[src/rtl/mdio_dual_slave.sv]
module mdio_dual_slave #(
  parameter int PRE_LEN = 32,
  parameter int DW      = 16
) (
  input  logic          clk,
  input  logic          rst_n,
  input  logic          mgmt_off,
  input  logic [3:0]    strap_addr,
  input  logic          mdc,
  input  logic          mdio_i,
  output logic          mdio_o,
  output logic          mdio_oe,
  output logic          wr_stb,
  output logic          wr_port,
  output logic [4:0]    wr_reg,
  output logic [DW-1:0] wr_data
);
  localparam int PW = $clog2(PRE_LEN + 1);
  localparam int CW = $clog2(DW + 4);
  localparam logic [PW-1:0] PRE_FULL = PW'(PRE_LEN);
  localparam logic [CW-1:0] HDR_LAST = CW'(12);
  localparam logic [CW-1:0] TA_END   = CW'(1);
  localparam logic [CW-1:0] D_LAST   = CW'(DW + 1);
  localparam logic [CW-1:0] REL      = CW'(DW + 2);

  typedef enum logic [1:0] {S_WAIT, S_HDR, S_RD, S_WR} st_t;

  st_t            st;
  logic [PW-1:0]  pre;
  logic [CW-1:0]  cnt;
  logic [DW-1:0]  sh, rsh;
  logic [DW-1:0]  bank [2][16];
  logic           mdc_s1, mdc_s2, mdio_s1;
  logic           port_q, oe_r, o_r;
  logic [4:0]     reg_q;

  wire rise = mdc_s1 & ~mdc_s2;
  wire fall = ~mdc_s1 & mdc_s2;

  wire [12:0] hdr    = {sh[11:0], mdio_s1};
  wire        h_port = hdr[5];
  wire [4:0]  h_reg  = hdr[4:0];
  wire        h_ok   = hdr[12] && (hdr[9:6] == strap_addr);
  wire        h_rd   = h_ok && (hdr[11:10] == 2'b10);
  wire        h_wr   = h_ok && (hdr[11:10] == 2'b01);

  function automatic logic impl(input logic [4:0] r);
    return (r <= 5'd10) || (r == 5'd15);
  endfunction

  wire [DW-1:0] rd_val = impl(h_reg) ? bank[h_port][h_reg[3:0]] : '0;

  assign mdio_o  = o_r;
  assign mdio_oe = oe_r;
  assign wr_port = port_q;
  assign wr_reg  = reg_q;

  always_ff @(posedge clk or negedge rst_n) begin
    if (!rst_n) begin
      mdc_s1 <= 1'b0; mdc_s2 <= 1'b0; mdio_s1 <= 1'b1;
      st <= S_WAIT; pre <= '0; cnt <= '0; sh <= '0; rsh <= '0;
      port_q <= 1'b0; reg_q <= '0; oe_r <= 1'b0; o_r <= 1'b0;
      wr_stb <= 1'b0; wr_data <= '0;
      for (int p = 0; p < 2; p++)
        for (int r = 0; r < 16; r++) bank[p][r] <= '0;
    end else begin
      mdc_s1  <= mdc;
      mdc_s2  <= mdc_s1;
      mdio_s1 <= mdio_i;
      wr_stb  <= 1'b0;
      if (mgmt_off) begin
        st <= S_WAIT; pre <= '0; oe_r <= 1'b0;
      end else begin
        case (st)
          S_WAIT: if (rise) begin
            if (mdio_s1) pre <= (pre == PRE_FULL) ? pre : pre + 1'b1;
            else if (pre == PRE_FULL) begin st <= S_HDR; cnt <= '0; pre <= '0; end
            else pre <= '0;
          end
          S_HDR: if (rise) begin
            sh  <= {sh[DW-2:0], mdio_s1};
            cnt <= cnt + 1'b1;
            if (cnt == HDR_LAST) begin
              cnt    <= '0;
              port_q <= h_port;
              reg_q  <= h_reg;
              rsh    <= rd_val;
              if (h_rd)      st <= S_RD;
              else if (h_wr) st <= S_WR;
              else           st <= S_WAIT;
            end
          end
          S_RD: if (fall) begin
            cnt <= cnt + 1'b1;
            if (cnt == TA_END) begin
              oe_r <= 1'b1; o_r <= 1'b0;
            end else if (cnt > TA_END && cnt <= D_LAST) begin
              o_r <= rsh[DW-1];
              rsh <= {rsh[DW-2:0], 1'b0};
            end else if (cnt == REL) begin
              oe_r <= 1'b0; st <= S_WAIT;
            end
          end
          S_WR: if (rise) begin
            cnt <= cnt + 1'b1;
            sh  <= {sh[DW-2:0], mdio_s1};
            if (cnt == D_LAST) begin
              wr_stb  <= 1'b1;
              wr_data <= {sh[DW-2:0], mdio_s1};
              st      <= S_WAIT;
              if (impl(reg_q)) bank[port_q][reg_q[3:0]] <= {sh[DW-2:0], mdio_s1};
            end
          end
          default: st <= S_WAIT;
        endcase
      end
    end
  end
endmodule

[config.mk]
export PLATFORM = sky130hd
export DESIGN_NAME = mdio_dual_slave
export DESIGN_NICKNAME = d
export VERILOG_FILES = /design/src/rtl/mdio_dual_slave.sv
export SDC_FILE = /design/constraint.sdc
export NUM_CORES = 1
export LEC_CHECK = 0
export CAP_MARGIN = 10
export CORE_MARGIN = 2
export CORE_UTILIZATION = 30
export CTS_BUF_LIST = sky130_fd_sc_hd__clkbuf_4
export DETAILED_ROUTE_END_ITERATION = 10
export DONT_BUFFER_PORTS = 1
export SYNTH_ARGS = -nofsm -noshare
export SYNTH_HDL_FRONTEND = slang
export SYNTH_SLANG_ARGS = --single-unit
[constraint.sdc]
create_clock -name clk -period 7.7 [get_ports clk]
set_clock_uncertainty 0.05 [all_clocks]
set_input_delay 0.385 -clock clk [delete_from_list [all_inputs] [get_ports clk]]
set_output_delay 0.385 -clock clk [all_outputs]
set_load 0.05 [all_outputs]
Word-level counts from Yosys, hierarchy flattened
Index checks and enable logic that the tools add are counted.
{"block": "totals", "output_inout_bits": 25, "memories": 0, "romBits": 0, "mem_bits_rw": 0, "latch_bits": 0, "reg_bits": 584, "word_cells": 187, "input_bits": 9}
{"block": "classes", "addsub": 2, "mul": 0, "n_lt_le_gt_ge": 10, "shift": 0, "reduce_logical": 27, "bitwise_logic": 9, "div_mod_pow": 0, "n_eq_ne": 35, "muxes": 58}
{"cell": "256-bit 2-to-1 mux", "n": 4}
{"cell": "512-bit bitwise mux", "n": 1}
{"cell": "256-bit demux with 1-bit select", "n": 1}
{"cell": "16-bit 2-to-1 mux", "n": 9}
{"cell": "16-bit binary-select mux with 4-bit select", "n": 1}
{"cell": "16-bit demux with 4-bit select", "n": 1}
{"cell": "3-bit inequality test, second input constant", "n": 13}
{"cell": "5-bit 2-to-1 mux", "n": 7}
{"cell": "16-bit case mux with 2 select lines", "n": 1}
{"cell": "6-bit 2-to-1 mux", "n": 5}
{"cell": "2-bit 2-to-1 mux", "n": 14}
{"cell": "5-bit case mux with 4 select lines", "n": 1}
{"cell": "2-bit inequality test, second input constant", "n": 9}
{"cell": "4-bit AND reduction", "n": 4}
{"cell": "5-bit by 4-bit equality test with 1-bit output, second input constant", "n": 3}
{"cell": "7-bit AND reduction", "n": 2}
{"cell": "1-bit 2-to-1 mux", "n": 12}
{"cell": "2-bit nonzero test", "n": 6}
{"cell": "11-bit AND reduction", "n": 1}
{"cell": "5-bit equality test, second input constant", "n": 2}
{"cell": "5-bit greater-or-equal comparator, second input constant", "n": 2}
{"cell": "5-bit by 4-bit <= comparator with 1-bit output, second input constant", "n": 2}
{"cell": "4-bit inverter with 5-bit output", "n": 2}
{"cell": "2-bit case mux with 4 select lines", "n": 1}
{"cell": "22 further kinds", "n": 37}

Longest topological paths before layout
{"block": "logic_depth", "depth_word": 11, "mapped_depth": 10, "mapped_depth_nobuf": 7}

Least setup slack after synthesis
OpenSTA, ideal clock, no wires.
{"block": "synth_timing", "path_type": "register -> register", "from": "register reg_q[4], in the netlist wr_reg[4]", "to": "register bank[457] in the netlist's numbering", "period_less_slack_ns": 2.571, "path_stages_with_launch": 7, "setup_time_ns": 0.128, "path_slack_ns": 5.129, "arrival_time_ns": 2.394, "required_time_ns": 7.522, "path_buffers": 3, "path_cell_list": "dfrtp_1 -> or2_2 -> buf_1 -> or4_1 -> clkbuf_1 -> buf_2 -> mux2_1"}
{"block": "synth_between", "elab_chain_cells": 3}
{"item": "start: declaration", "line": "35", "source": "logic [4:0] reg_q;"}
{"item": "start signal: assignment", "line": "86", "source": "reg_q <= h_reg;"}
{"item": "5-bit by 4-bit <= comparator with 1-bit output or 5-bit by 4-bit equality test with 1-bit output (tied branches)", "line": "48", "source": "return (r <= 5'd10) || (r == 5'd15);"}
{"item": "1-bit logical OR (*)", "line": "48"}
{"item": "5-bit AND reduction (no source line) (*)"}
{"item": "end signal: indexed assignment", "line": "111", "source": "if (impl(reg_q)) bank[port_q][reg_q[3:0]] <= {sh[DW-2:0], mdio_s1};"}
{"item": "end: declaration", "line": "32", "source": "logic [DW-1:0] bank [2][16];"}
Mark *: on every way between the ends. The rest lies on a longest branch, timed or not.
A chain may end at the register's enable or synchronous reset.

Worst setup path in the final report
{"block": "layout_timing", "from": "register st[0]", "to": "register bank[153] in the netlist's numbering"}
{"block": "layout_between", "elab_chain_cells": 2}
{"item": "start: declaration", "line": "28", "source": "st_t st;"}
{"item": "start signal: assignment", "line": "61", "source": "st <= S_WAIT; pre <= '0; cnt <= '0; sh <= '0; rsh <= '0;"}
{"item": "start signal: assignment", "line": "72", "source": "st <= S_WAIT; pre <= '0; oe_r <= 1'b0;"}
{"item": "start signal: assignment", "line": "77", "source": "else if (pre == PRE_FULL) begin st <= S_HDR; cnt <= '0; pre <= '0; end"}
{"item": "2-bit equality test", "line": "74", "source": "case (st)"}
{"item": "5-bit AND reduction (no source line)"}
Every way passes these cells.

==> summary.txt <==
OUTCOME
-----------------------------------------------------------------------------
Status ......................................................... finished with violations
Failing checks ................................................. hold timing, slew limit

CTS
-----------------------------------------------------------------------------
Clock Latency Late Sink ........................................      0.96 ns
Number of H-tree levels ........................................            4
CTS root buffer ................................................     clkbuf_4
Number of buffers inserted by hold repair at cts ...............            8
Clock net sink count ...........................................          584
Cts bufs inserted ..............................................          159
TritonCTS clock tree ...........................................        built
Post-CTS Setup Repair Bufs .....................................            0
Cells resized by post-CTS repair ...............................            0
Clock buffer depth .............................................            3
Clock Pin Slew Worst Setup and Hold Paths ......................      0.06 ns

LAYOUT
-----------------------------------------------------------------------------
Fraction of final layout cells sized beyond drive strength 1 ...        44.2%
Total Nets Final ...............................................         1725
Largest reg by FF count ........................................         bank
Largest register FFs ...........................................          512
Layout Cells excl Fill .........................................         2966
Top flop regs .................................................. bank (512), rsh (16), wr_data (16)
Final cell utilization of the core .............................        33.2%
Layout area overhead ...........................................        10.3%
Non-Filler Cell Area, Final ....................................   0.0282 mm²

SYNTHESIS
-----------------------------------------------------------------------------
Cell area after synthesis ......................................   0.0256 mm²
Portion of the post-synthesis area used by sequential elements .        57.2%
Number of storage elements in the synthesis netlist ............          584
Cells after synthesis ..........................................         1781
Nets in the synthesized netlist ................................         1796
Count of warnings emitted by yosys .............................            0
Unique cell type count in the Yosys netlist ....................           60
Top FF cell, synth .............................................      dfrtp_1
Post-Synthesis Mean Instance Area ..............................     14.4 µm²
Number of flops mapped to enable cells by yosys ................            0
Share of synthesized registers carrying an async set or reset ..         100%

DIE
-----------------------------------------------------------------------------
Standard-cell rows .............................................          107
Area inside the core boundary ..................................   0.0849 mm²
Initial core utilization .......................................        30.1%
Overall die height .............................................       296 µm
Chip width .....................................................       296 µm
IO Pins ........................................................           34
Die outline area ...............................................   0.0876 mm²

GLOBAL ROUTING
-----------------------------------------------------------------------------
Pin count of the biggest net entering global routing ...........          585
Via count of the first global-routing pass .....................        15800
Aggregate global-route resource usage ..........................        14.2%
Antenna violations before repair ...............................            2
Total congestion overflow after global routing .................            0
Wire length of the first global-routing pass ...................     94300 µm

DETAILED ROUTING
-----------------------------------------------------------------------------
Detailed-route vias per instance ...............................         4.95
Number of antenna-violating nets in the routed design ..........            0
Initial DRC Count ..............................................          940
Total vias in the final route ..................................        14700
Routed wire length .............................................     60900 µm
Drt wl/cell ....................................................      20.5 µm
First-pass iteration count of the detailed router ..............            5
Count of unresolved DRC violations after routing ...............            0

SETUP PATH
-----------------------------------------------------------------------------
CP startpoint ..................................................        st[0]
Critical Path Sink Type ........................................     register
Reg2reg path depth .............................................            5
Setup Crit Path Kind ........................................... register to register
Data arrival, critical path ....................................      4.73 ns
Reg2Reg Setup Slack ............................................      3.74 ns
Capture point of the critical path .............................    bank[153]
Startpoint of the lowest-slack register-to-register path .......        st[0]
Critical R2R Capture ...........................................    bank[153]
Category of the worst setup path launch point ..................     register
Maximum fanout encountered on the critical timing path .........           17
Crit path required time ........................................      8.48 ns

PLACED DESIGN
-----------------------------------------------------------------------------
Setup WS pre-CTS ...............................................      3.84 ns
Number of I/O port buffers .....................................            0
Placer congestion estimate .....................................        0.768
Detailed placer's ending HPWL ..................................     34800 µm
Post-Place Cells ...............................................         2685
Placed standard-cell area ......................................   0.0262 mm²

WORST HOLD PATH
-----------------------------------------------------------------------------
Worst min-delay path category .................................. primary input to async pin

STA
-----------------------------------------------------------------------------
Final sum of negative setup slack ..............................         0 ns
Final Setup Violations .........................................            0
Slew Limit Fails ...............................................          482
Worst Max-Slew Pin Slew ........................................      2.89 ns
Post-route setup slack .........................................      3.74 ns
Count of final hold-check violations ...........................          584
Period Utilization, post-route .................................        51.4%
Max frequency ..................................................      253 MHz
Worst hold slack across all endpoints ..........................    -0.894 ns
Setup repair after global routing missed its margin ............           no
Clock period minus final worst setup slack .....................      3.96 ns
Relative slew slack ............................................       -92.4%

POWER
-----------------------------------------------------------------------------
Leakage power ..................................................      13.1 nW
Sum of internal, switching and leakage power ...................      5.80 mW
Largest vdd supply drop ........................................     0.131 mV
Cell Pwr Density ...............................................   206 mW/mm²

RUN
-----------------------------------------------------------------------------
Max Cap Viol ...................................................            0

-- worst min-delay path by stage --
stage          depth (start not counted)  slack (ns)   endpoint
6_report                               0       -0.89  bank[306]
5_1_grt                                0       -1.00  bank[271]
3_5_place_dp                           0         0.1  bank[290]
4_1_cts                                0       -1.00   bank[32]
2_1_floorplan                          0        0.04    bank[0]
3_3_place_gp                           0        0.09  bank[306]
-- placed cells by master, fill, tap and decap left out, types with 17 or more instances in the layout --
cell,n
nand2_1,53
dfrtp_1,582
mux4_2,98
o221ai_1,30
mux2_2,398
o21ai_0,29
clkbuf_4,226
a22oi_1,33
clkinv_1,32
a21oi_1,35
mux2i_1,62
buf_4,29
nor2_1,17
-- kinds of logic after synthesis --
group	count (synthesis)	synth area share, %
simple gates	146	3.44
flops	584	57.2
fa+ha+maj	6	0.294
mux	566	28.9
buf+inv	277	4.31
compound gates	192	5.53
xor+xnor	10	0.342
-- worst max-delay path, cell delays in order, from the launching register on --
cell      delay [ns]
dfrtp_1         0.60
and4bb_1        0.68
nand3_2         0.52
nor4b_2         0.55
nand3_1         0.83
mux2_2          0.59
-- routing by layer --
| layer | track usage (%) | routed length [µm] |
|---|---|---|
| met4 | 5.58 | 1680 |
| met3 | 4.41 | 3380 |
| met1 | 18.9 | 27700 |
| met5 | 0 | 12 |
| met2 | 21.7 | 28100 |
-- final cells by class --
| cell class | count | area (µm²) |
|---|---|---|
| antenna | 2 | 5.00 |
| inverter | 7 | 26.3 |
| clock inverter | 45 | 226 |
| tap | 1144 | 1430 |
| sequential | 584 | 14600 |
| timing repair buffer | 38 | 318 |
| clock buffer | 226 | 1700 |
| multi-input combinational | 920 | 9870 |
| fill | 8355 | 56700 |
-- cells in the mapped netlist, types with 8 or more instances --
cell type  number  area (µm²)
o2bb2ai_1      15         131
nand3_1         9        45.0
a211o_1        16         140
buf_2          34         170
clkbuf_1      221         830
dfrtp_1       583       14600
mux2_2        398        4480
nand2b_1       11        68.8
nor2_1         20        75.1
mux2i_1        62         621
o221ai_1       30         263
a22oi_1        33         248
o21ba_2        16         160
mux4_2         98        2210
a21oi_1        35         175
nand2_1        53         199
buf_1          12        45.0
mux2_1          8        90.1
o21ai_0        29         145
-- where the power goes --
group          leakage [nW]  internal, mW  switching [mW]  total, mW
registers              8.13          3.07          0.0140       3.09
clock network          1.16          1.41            1.27       2.68
logic                  3.85        0.0166          0.0190     0.0356
Note: power is estimated with default switching activity, not from simulation.
